<file path="src/rtl/char_row_pkg.sv">
`timescale 1ns/1ps
package char_row_pkg;
  // events produced by the vertical counter at a line boundary
  typedef struct packed {
    logic row_done;    // last scan line of a character row ends
    logic frame_wrap;  // last line of the frame ends
    logic vs_start;    // next line opens the vertical sync window
  } vstep_t;
endpackage

</file>
<file path="src/rtl/crt_hcount.sv">
`timescale 1ns/1ps
module crt_hcount #(
  parameter int HW = 8
) (
  input  logic          clk,
  input  logic          rst,
  input  logic [HW-1:0] h_last,
  output logic [HW-1:0] col,
  output logic          line_end
);
  assign line_end = (col >= h_last);

  always_ff @(posedge clk) begin
    if (rst)           col <= '0;
    else if (line_end) col <= '0;
    else               col <= col + 1'b1;
  end
endmodule

</file>
<file path="src/rtl/crt_vcount.sv">
`timescale 1ns/1ps
module crt_vcount
  import char_row_pkg::*;
#(
  parameter int RW = 7,
  parameter int SW = 5
) (
  input  logic          clk,
  input  logic          rst,
  input  logic          line_end,
  input  logic [SW-1:0] scan_last,
  input  logic [RW-1:0] v_last,
  input  logic [SW-1:0] v_adjust,
  input  logic [RW-1:0] vs_row,
  input  logic [SW-1:0] vs_lines,
  output logic [RW-1:0] row,
  output logic [SW-1:0] scan,
  output logic          in_adj,
  output logic          vs_act,
  output vstep_t        step
);
  logic [RW-1:0] nrow;
  logic [SW-1:0] nscan, adj_last, vs_left;
  logic          nadj, wrap_c;

  assign adj_last = v_adjust - 1'b1;

  always_comb begin
    nrow   = row;
    nscan  = scan + 1'b1;
    nadj   = in_adj;
    wrap_c = 1'b0;
    if (in_adj) begin
      if (scan == adj_last) begin
        nrow = '0; nscan = '0; nadj = 1'b0; wrap_c = 1'b1;
      end
    end else if (scan == scan_last) begin
      nscan = '0;
      if (row == v_last) begin
        if (v_adjust == '0) begin
          nrow = '0; wrap_c = 1'b1;
        end else begin
          nadj = 1'b1;
        end
      end else begin
        nrow = row + 1'b1;
      end
    end
  end

  assign step.row_done   = line_end && !in_adj && (scan == scan_last);
  assign step.frame_wrap = line_end && wrap_c;
  assign step.vs_start   = line_end && (nrow == vs_row) && (nscan == '0) && !nadj;
  assign vs_act          = (vs_left != '0);

  always_ff @(posedge clk) begin
    if (rst) begin
      row <= '0; scan <= '0; in_adj <= 1'b0; vs_left <= '0;
    end else if (line_end) begin
      row <= nrow; scan <= nscan; in_adj <= nadj;
      if (step.vs_start)       vs_left <= vs_lines;
      else if (vs_left != '0)  vs_left <= vs_left - 1'b1;
    end
  end
endmodule

</file>
<file path="src/rtl/crt_addrgen.sv">
`timescale 1ns/1ps
module crt_addrgen #(
  parameter int AW = 14
) (
  input  logic          clk,
  input  logic          rst,
  input  logic          col_vis,
  input  logic          line_end,
  input  logic          row_done,
  input  logic          frame_wrap,
  input  logic [AW-1:0] start_addr,
  output logic [AW-1:0] ma
);
  logic [AW-1:0] row_base, ma_adv;

  assign ma_adv = col_vis ? ma + 1'b1 : ma;

  always_ff @(posedge clk) begin
    if (rst || frame_wrap) begin
      ma       <= start_addr;
      row_base <= start_addr;
    end else if (line_end && row_done) begin
      ma       <= ma_adv;
      row_base <= ma_adv;
    end else if (line_end) begin
      ma       <= row_base;
    end else begin
      ma       <= ma_adv;
    end
  end
endmodule

</file>
<file path="src/rtl/char_row_timer.sv">
`timescale 1ns/1ps
module char_row_timer
  import char_row_pkg::*;
#(
  parameter int HW     = 8,
  parameter int RW     = 7,
  parameter int SW     = 5,
  parameter int AW     = 14,
  parameter int DE_MAX = 2,
  localparam int DW    = $clog2(DE_MAX + 1)
) (
  input  logic          clk,
  input  logic          rst,
  input  logic [HW-1:0] h_last,
  input  logic [HW-1:0] h_vis,
  input  logic [HW-1:0] hs_pos,
  input  logic [HW-1:0] hs_width,
  input  logic [SW-1:0] scan_last,
  input  logic [RW-1:0] v_last,
  input  logic [RW-1:0] v_vis,
  input  logic [RW-1:0] vs_row,
  input  logic [SW-1:0] vs_lines,
  input  logic [SW-1:0] v_adjust,
  input  logic [AW-1:0] start_addr,
  input  logic          wide,
  input  logic [DW-1:0] de_delay,
  output logic          hsync,
  output logic          vsync,
  output logic          vsync_edge,
  output logic          disp_en,
  output logic [AW-1:0] char_addr,
  output logic [SW-1:0] row_scan
);
  logic [HW-1:0] col;
  logic [RW-1:0] row;
  logic [SW-1:0] scan;
  logic [AW-1:0] ma;
  logic          line_end, in_adj, vs_act, hs_c, de_c, col_vis;
  vstep_t        step;
  logic [DE_MAX:0] de_pipe;

  crt_hcount #(.HW(HW)) u_h (
    .clk(clk), .rst(rst), .h_last(h_last), .col(col), .line_end(line_end)
  );

  crt_vcount #(.RW(RW), .SW(SW)) u_v (
    .clk(clk), .rst(rst), .line_end(line_end), .scan_last(scan_last),
    .v_last(v_last), .v_adjust(v_adjust), .vs_row(vs_row), .vs_lines(vs_lines),
    .row(row), .scan(scan), .in_adj(in_adj), .vs_act(vs_act), .step(step)
  );

  assign col_vis = (col < h_vis);

  crt_addrgen #(.AW(AW)) u_a (
    .clk(clk), .rst(rst), .col_vis(col_vis), .line_end(line_end),
    .row_done(step.row_done), .frame_wrap(step.frame_wrap),
    .start_addr(start_addr), .ma(ma)
  );

  assign hs_c = ({1'b0, col} >= {1'b0, hs_pos}) &&
                ({1'b0, col} < ({1'b0, hs_pos} + {1'b0, hs_width}));
  assign de_c = col_vis && !in_adj && (row < v_vis);

  always_ff @(posedge clk) begin
    if (rst) begin
      hsync <= 1'b0; vsync <= 1'b0; vsync_edge <= 1'b0;
      char_addr <= '0; row_scan <= '0; de_pipe[0] <= 1'b0;
    end else begin
      hsync      <= hs_c;
      vsync      <= vs_act;
      vsync_edge <= vs_act & ~vsync;
      char_addr  <= wide ? {ma[AW-2:0], 1'b0} : ma;
      row_scan   <= scan;
      de_pipe[0] <= de_c;
    end
  end

  // enable delay line, one stage per selectable clock of delay
  for (genvar k = 1; k <= DE_MAX; k++) begin : g_de
    always_ff @(posedge clk) begin
      if (rst) de_pipe[k] <= 1'b0;
      else     de_pipe[k] <= de_pipe[k-1];
    end
  end

  assign disp_en = (de_delay > DW'(DE_MAX)) ? de_pipe[DE_MAX] : de_pipe[de_delay];
endmodule

</file>
<file path="config.mk">
export PLATFORM = sky130hd
export DESIGN_NAME = char_row_timer
export DESIGN_NICKNAME = d
export VERILOG_FILES = /design/src/rtl/char_row_pkg.sv /design/src/rtl/crt_hcount.sv /design/src/rtl/crt_vcount.sv /design/src/rtl/crt_addrgen.sv /design/src/rtl/char_row_timer.sv
export SDC_FILE = /design/constraint.sdc
export NUM_CORES = 1
export LEC_CHECK = 0
export BUFFER_PORTS_ARGS = -buffer_cell sky130_fd_sc_hd__buf_2
export CORE_MARGIN = 4
export CORE_UTILIZATION = 50
export CTS_CLUSTER_SIZE = 8
export DETAILED_ROUTE_END_ITERATION = 10
export MAX_ROUTING_LAYER = met4
export PLACE_DENSITY_LB_ADDON = 0.05
export RECOVER_POWER = 25
export REMOVE_ABC_BUFFERS = 1
export SLEW_MARGIN = 20
export SYNTH_ARGS = -nofsm -noshare
export SYNTH_HDL_FRONTEND = slang
export SYNTH_SLANG_ARGS = --single-unit
</file>
<file path="constraint.sdc">
create_clock -name clk -period 4.9 [get_ports clk]
set_input_delay 0.245 -clock clk [delete_from_list [all_inputs] [get_ports clk]]
set_output_delay 0.245 -clock clk [all_outputs]
set_load 0.01 [all_outputs]
</file>
=== Word level (Yosys, flattened, before mapping) ===
Cells that the tools add are included.

* Register bits after elaboration: 79
* Output and inout port bits: 23

* Bitwise gates (word level): 2
* Equality and inequality tests: 4
* Reductions and logical operators: 21
* Mux-type cells: 30
* Add/subtract/negate cells: 7
* $lt $le $gt $ge: 7

{| class="wikitable"
|+ Operators with widths
! operator !! count
|-
| 14-bit two-way mux || 7
|-
| 7-bit two-way mux || 5
|-
| 5-bit two-way mux || 5
|-
| 8-bit greater-or-equal comparator || 2
|-
| 14-bit by 1-bit adder with 14-bit output (second input constant) || 1
|-
| 7-bit equality test || 2
|-
| 1-bit two-way mux || 12
|-
| 5-bit equality test || 2
|-
| 1-bit logical AND || 10
|-
| 5-bit zero test || 2
|-
| 5-bit by 1-bit subtractor with 5-bit output (second input constant) || 2
|-
| 8-bit by 8-bit adder with 9-bit output || 1
|-
| 8-bit by 9-bit < comparator with 1-bit output || 1
|-
| 8-bit by 1-bit adder with 8-bit output (second input constant) || 1
|-
| 8-bit < comparator || 1
|-
| 7-bit by 1-bit adder with 7-bit output (second input constant) || 1
|-
| 7-bit < comparator || 1
|-
| 5-bit by 1-bit adder with 5-bit output (second input constant) || 1
|-
| 5-bit nonzero test || 1
|-
| 2-bit nonzero test || 2
|-
| 2-bit OR reduction || 2
|-
| 2-bit by 3-bit < comparator with 1-bit output (second input constant) || 1
|-
| 1-bit binary-select mux with 2-bit select || 1
|-
| 2-bit greater-than comparator (second input constant) || 1
|-
| other kinds (5) || 6
|}

=== Depth between registers and ports, before layout ===
* Word-level depth: 11
* Mapped depth: 14

=== Modules after synthesis ===
From an unflattened synthesis, not the netlist that was laid out.

* Cells, all modules: 638
* Area total of the unflattened synthesis: 5475.3 um2

{| class="wikitable"
|+ By module, submodules not included
! module !! cells each !! instances !! area each (um2) !! seq. area each (um2)
|-
| char_row_timer || 197 || 1 || 1791.7 || 500.5
|-
| crt_vcount || 224 || 1 || 1696.6 || 360.3
|-
| crt_addrgen || 158 || 1 || 1457.6 || 700.7
|-
| crt_hcount || 59 || 1 || 529.3 || 160.2
|}

=== Least setup slack after synthesis ===
No wires, ideal clock.

* Kind: in2reg
* Start: input v_adjust[0]
* End: register u_v.vs_left[0]
* Setup time: 0.074 ns
* Setup slack: 2.211 ns
* Stages on the path: 11
* Data arrival time: 2.615 ns
* Data required time: 4.826 ns
* Path through: inv_1 ha_1 nor4b_1 and4b_1 o21ai_1 xor2_1 and3_1 a311oi_1 nand3_2 or3b_1 a31oi_1

* Longest elaborated chain between the ends: 11
* Elaborated cells on any way between the ends: 24
* Classes of those cells: 1 x add/sub; 2 x eq/ne; 13 x mux; 8 x reduce/logical

{| class="wikitable"
|+ Ends and longest elaborated chain
! item !! RTL line !! text
|-
| start: declaration || char_row_timer.sv:23 || <nowiki>input logic [SW-1:0] v_adjust,</nowiki>
|-
| parallel branches: the longest is 8 deep, another holds 5-bit by 1-bit subtractor with 5-bit output || n/a ||
|-
| 1-bit logical AND (*) || crt_vcount.sv:53 || <nowiki>assign step.vs_start = line_end && (nrow == vs_row) && (nscan == '0) && !nadj;</nowiki>
|-
| 2-bit nonzero test (no source line) || n/a ||
|-
| 2-bit AND reduction (no source line) || n/a ||
|-
| end signal: assignment || crt_vcount.sv:61 || <nowiki>if (step.vs_start) vs_left <= vs_lines;</nowiki>
|-
| end signal: assignment || crt_vcount.sv:62 || <nowiki>else if (vs_left != '0) vs_left <= vs_left - 1'b1;</nowiki>
|-
| end: declaration || crt_vcount.sv:23 || <nowiki>logic [SW-1:0] nscan, adj_last, vs_left;</nowiki>
|}

Mark *: on every way between the ends.
A chain may end at the register's enable or synchronous reset.

=== Worst setup path after layout ===
* Start: register u_v.row[2]
* End: register u_v.vs_left[0]

* Longest elaborated chain between the ends: 10
* Elaborated cells on any way between the ends: 18
* Classes of those cells: 1 x add/sub; 2 x eq/ne; 9 x mux; 6 x reduce/logical

{| class="wikitable"
|+ Ends and longest elaborated chain
! item !! RTL line !! text
|-
| start: declaration || crt_vcount.sv:16 || <nowiki>output logic [RW-1:0] row,</nowiki>
|-
| start signal: assignment || crt_vcount.sv:60 || <nowiki>row <= nrow; scan <= nscan; in_adj <= nadj;</nowiki>
|-
| 7-bit by 1-bit adder with 7-bit output (tied with other cells) || crt_vcount.sv:46 || <nowiki>nrow = row + 1'b1;</nowiki>
|-
| 7-bit two-way mux || crt_vcount.sv:39 || <nowiki>if (row == v_last) begin</nowiki>
|-
| 7-bit two-way mux || crt_vcount.sv:37 || <nowiki>end else if (scan == scan_last) begin</nowiki>
|-
| 7-bit two-way mux || crt_vcount.sv:33 || <nowiki>if (in_adj) begin</nowiki>
|-
| 7-bit equality test || crt_vcount.sv:53 ||
|-
| 1-bit logical AND (2 in series) || crt_vcount.sv:53 ||
|-
| 1-bit logical AND (*) || crt_vcount.sv:53 ||
|-
| 2-bit nonzero test (no source line) || n/a ||
|-
| 2-bit AND reduction (no source line) || n/a ||
|}

Every way passes the cells marked *; elsewhere a longest branch is shown, timed or not.

==> flow_summary.json <==
{
  "place_area_mm2": 0.00616,
  "insertion_delay_ps": 370,
  "worst_setup_path_start_kind": "register",
  "path_cells": "xor2_2, nor4_4, nand2_2, nand2_1, xor2_1, o221ai_2, nor4_4, nand3_2, or3b_1, a31oi_1",
  "first_global_vias": 4583,
  "regToRegSetupSlack_ps": 1660,
  "p_seq_frac": 0.497,
  "slowest_stage": "dfxtp_1",
  "dr.pass1.iters": 4,
  "r2r_end": "u_v.vs_left[0]$_SDFFE_PP0P_",
  "syn_area_mm2": 0.00560,
  "outcome": "finished with violations",
  "numCtsBuffers": 9,
  "postRouteWirelength_um": 13100,
  "cts_buffer_depth": 2,
  "rows": 38,
  "worst_pin_slew_ps": 2150,
  "pin_count": 110,
  "slew_headroom": -0.435,
  "dp_hpwl_um": 10000,
  "slowest_delay_ps": 570,
  "postRouteAntennaNets": 0,
  "yosys_warnings": 0,
  "setup_violations": 0,
  "hold_class": "in -> reg",
  "drive_gt1_frac": 0.191,
  "timing.final.crit_period_ps": 3240,
  "grt_usage": 0.208,
  "synth_flop_cell": "dfxtp_1",
  "pwr-share-clk": 0.315,
  "crit_path_end": "u_v.vs_left[0]$_SDFFE_PP0P_",
  "critPathRequiredTime_ps": 5170,
  "worstSetupPathType": "reg -> reg",
  "worst_ep_arrival_time_ps": 3510,
  "nNetsFinal": 883,
  "die_w_um": 114,
  "overflow": 0,
  "p_comb_frac": 0.188,
  "cap_violations": 1,
  "clkSinkCount": 79,
  "p_sw_frac": 0.302,
  "initial_core_util": 0.515,
  "final_cells": 889,
  "htree_levels": 3,
  "violations": "max-capacitance violations, max-slew violations",
  "skew_ps": 16.0,
  "p_int_mw": 1.03,
  "route.vias.total": 4840,
  "fin_area_mm2": 0.00633,
  "grt_pass1_wl_um": 21500,
  "drt_iter0_drc": 290,
  "vias_per_cell": 5.44,
  "cts_setup_buffers": 0,
  "ir_worst_vdd_mv": 0.197,
  "gp_congestion": 0.899,
  "power_switching_mw": 0.447,
  "cts_tree": "done",
  "finalWorstSetupSlack_ps": 1660,
  "p_total_mw": 1.48,
  "area_delta_synth_final_pct": 13.0,
  "async_flop_share": 0,
  "port_buffers": 109,
  "coreArea_mm2": 0.0109,
  "clk_pin_slew_ps": 90,
  "synth_area_per_cell_um2": 8.62,
  "die-area_mm2": 0.0130,
  "synth_cell_types": 68,
  "clockRootBuffer": "clkbuf_8",
  "holdWs_ps": 86.8,
  "worstSetupStartpoint": "u_v.row[2]$_SDFFE_PP0P_",
  "avgRoutedWirePerCell_um": 14.8,
  "finalSetupTns_ps": 0,
  "dp_cells": 873,
  "synth-edff-count": 14,
  "fin_crit_sh": 0.662,
  "r2r_start": "u_v.row[2]$_SDFFE_PP0P_",
  "utilization": 0.582,
  "powerDensity_mw_per_mm2": 234,
  "n_antenna_cell": 0,
  "synth-seq-area-share": 0.307,
  "cts.repair.resized": 0,
  "slew_violations": 47,
  "grt_max_degree": 47,
  "finalHoldViolations": 0,
  "holdBufCountCts": 0,
  "antenna_found_initial": 0,
  "critical_path.most_common_cell": "nor4_4",
  "syn-instance-count": 650,
  "worstRegToRegCells": 10,
  "rsz0062_at_grt": "no",
  "synth-seq-cells": 79,
  "dieHeight_um": 114,
  "fmax_ghz": 0.308,
  "p_leak_nw": 2.99,
  "end_kind": "register",
  "dp_slack_ps": 1390,
  "crit_fanout": 9,
  "drc": 0
}
-- layout make-up --
| cell class | count | area [um2] |
|---|---|---|
| fillers | 1045 | 4550 |
| multi-input cells | 501 | 3540 |
| flip-flops and latches | 79 | 1720 |
| repair buffers | 112 | 554 |
| well taps | 140 | 175 |
| inverters | 41 | 154 |
| clock buffers | 9 | 124 |
| clock inverters | 7 | 62.6 |
-- logic make-up (layout without fill, tap and decap cells) --
logic type / Yosys count / count (layout) / synth area share
AND/OR/NAND/NOR: 226 / 226 / 0.207
XOR/XNOR: 50 / 50 / 0.0822
multiplexers: 22 / 22 / 0.0393
AO/OA/AOI/OAI: 151 / 151 / 0.184
buffers and inverters: 70 / 169 / 0.0627
adder cells (fa/ha/maj): 52 / 52 / 0.117
flip-flops: 79 / 79 / 0.307
-- cells in the final DEF, fill, tap and decap left out, drive strengths merged, types with 6 or more instances in the layout --
cell,Yosys,final
clkbuf,13,18
nor2,59,59
nand2,65,65
o21ai,40,40
o21a,8,8
ha,51,51
buf,16,103
nor3,14,14
dfxtp,65,65
nand2b,15,15
a21o,24,24
inv,41,45
a211oi,9,9
and3,8,8
mux2i,22,22
nor2b,15,15
xor2,26,26
nand3,16,16
xnor2,24,24
a21oi,26,26
edfxtp,14,14
o211ai,6,6
-- critical path, delay by kind of cell (launching register included) --
family	cells	cell delay, ps
AOI/OAI and AO/OA	2	290
xor gates and xnor gates	2	350
DFF	1	570
and+or+nand+nor	6	1930
-- sequential cells by signal, indices dropped and copies added, names as in the netlist, 5 cells and up --
signal and cells:
u_v.row 7, u_v.scan 5, u_a.row_base 14, u_a.ma 14, row_scan 5, u_v.vs_left 5, u_h.col 8, char_addr 14
-- power by group through the flow --
stage	registers [mW]	clock network [mW]	logic [mW]
2_1_floorplan	0.747	0	0.176
3_3_place_gp	0.749	0	0.274
3_5_place_dp	0.750	0	0.281
4_1_cts	0.735	0.486	0.283
5_1_grt	0.741	0.511	0.319
6_report	0.735	0.466	0.278
-- layer usage --
layer,GRT usage,part of all wire
met2,0.329,0.46
met3,0.0340,0.046
met4,0.0586,0.013
met5,-,0
met1,0.277,0.48
-- synthesized netlist by cell type (4+ instances only) --
cell type / number / area share
nand3b_1: 4 / 0.0054
xor2_1: 23 / 0.036
buf_6: 9 / 0.018
nor2_1: 59 / 0.040
buf_2: 4 / 0.0036
mux2i_1: 22 / 0.039
o31ai_1: 5 / 0.0067
o21a_1: 8 / 0.011
ha_1: 51 / 0.11
nand2b_1: 15 / 0.017
nor3_1: 11 / 0.0098
o21bai_1: 4 / 0.0054
o21ai_0: 37 / 0.033
and2_1: 4 / 0.0045
a31oi_1: 4 / 0.0045
and3_1: 6 / 0.0067
dfxtp_1: 65 / 0.23
inv_1: 41 / 0.027
nand2_1: 64 / 0.043
a21o_1: 24 / 0.032
o211ai_1: 6 / 0.0080
a211oi_1: 7 / 0.0094
clkbuf_1: 12 / 0.0080
edfxtp_1: 14 / 0.075
nand4_1: 5 / 0.0056
xnor2_1: 24 / 0.038
nand3_1: 15 / 0.013
a21oi_1: 26 / 0.023
nor2b_1: 15 / 0.017
a311oi_1: 4 / 0.0063
-- worst min path at each step --
| stage | from | endpoint | slack, ps | depth (start not counted) |
|---|---|---|---|---|
| global route | vs_lines[1] | u_v.vs_left[1]$_SDFFE_PP0P_ | 80 | 2 |
| floorplan | rst | u_v.row[2]$_SDFFE_PP0P_ | 310 | 1 |
| global placement | vsync$_SDFF_PP0_ | vsync_edge$_SDFF_PP0_ | 400 | 1 |
| CTS | start_addr[11] | u_a.ma[11]$_DFF_P_ | 60 | 3 |
| finish | vs_lines[1] | u_v.vs_left[1]$_SDFFE_PP0P_ | 90 | 2 |
| detailed placement | vsync$_SDFF_PP0_ | vsync_edge$_SDFF_PP0_ | 410 | 1 |
Power figures use the tool's default switching activity.
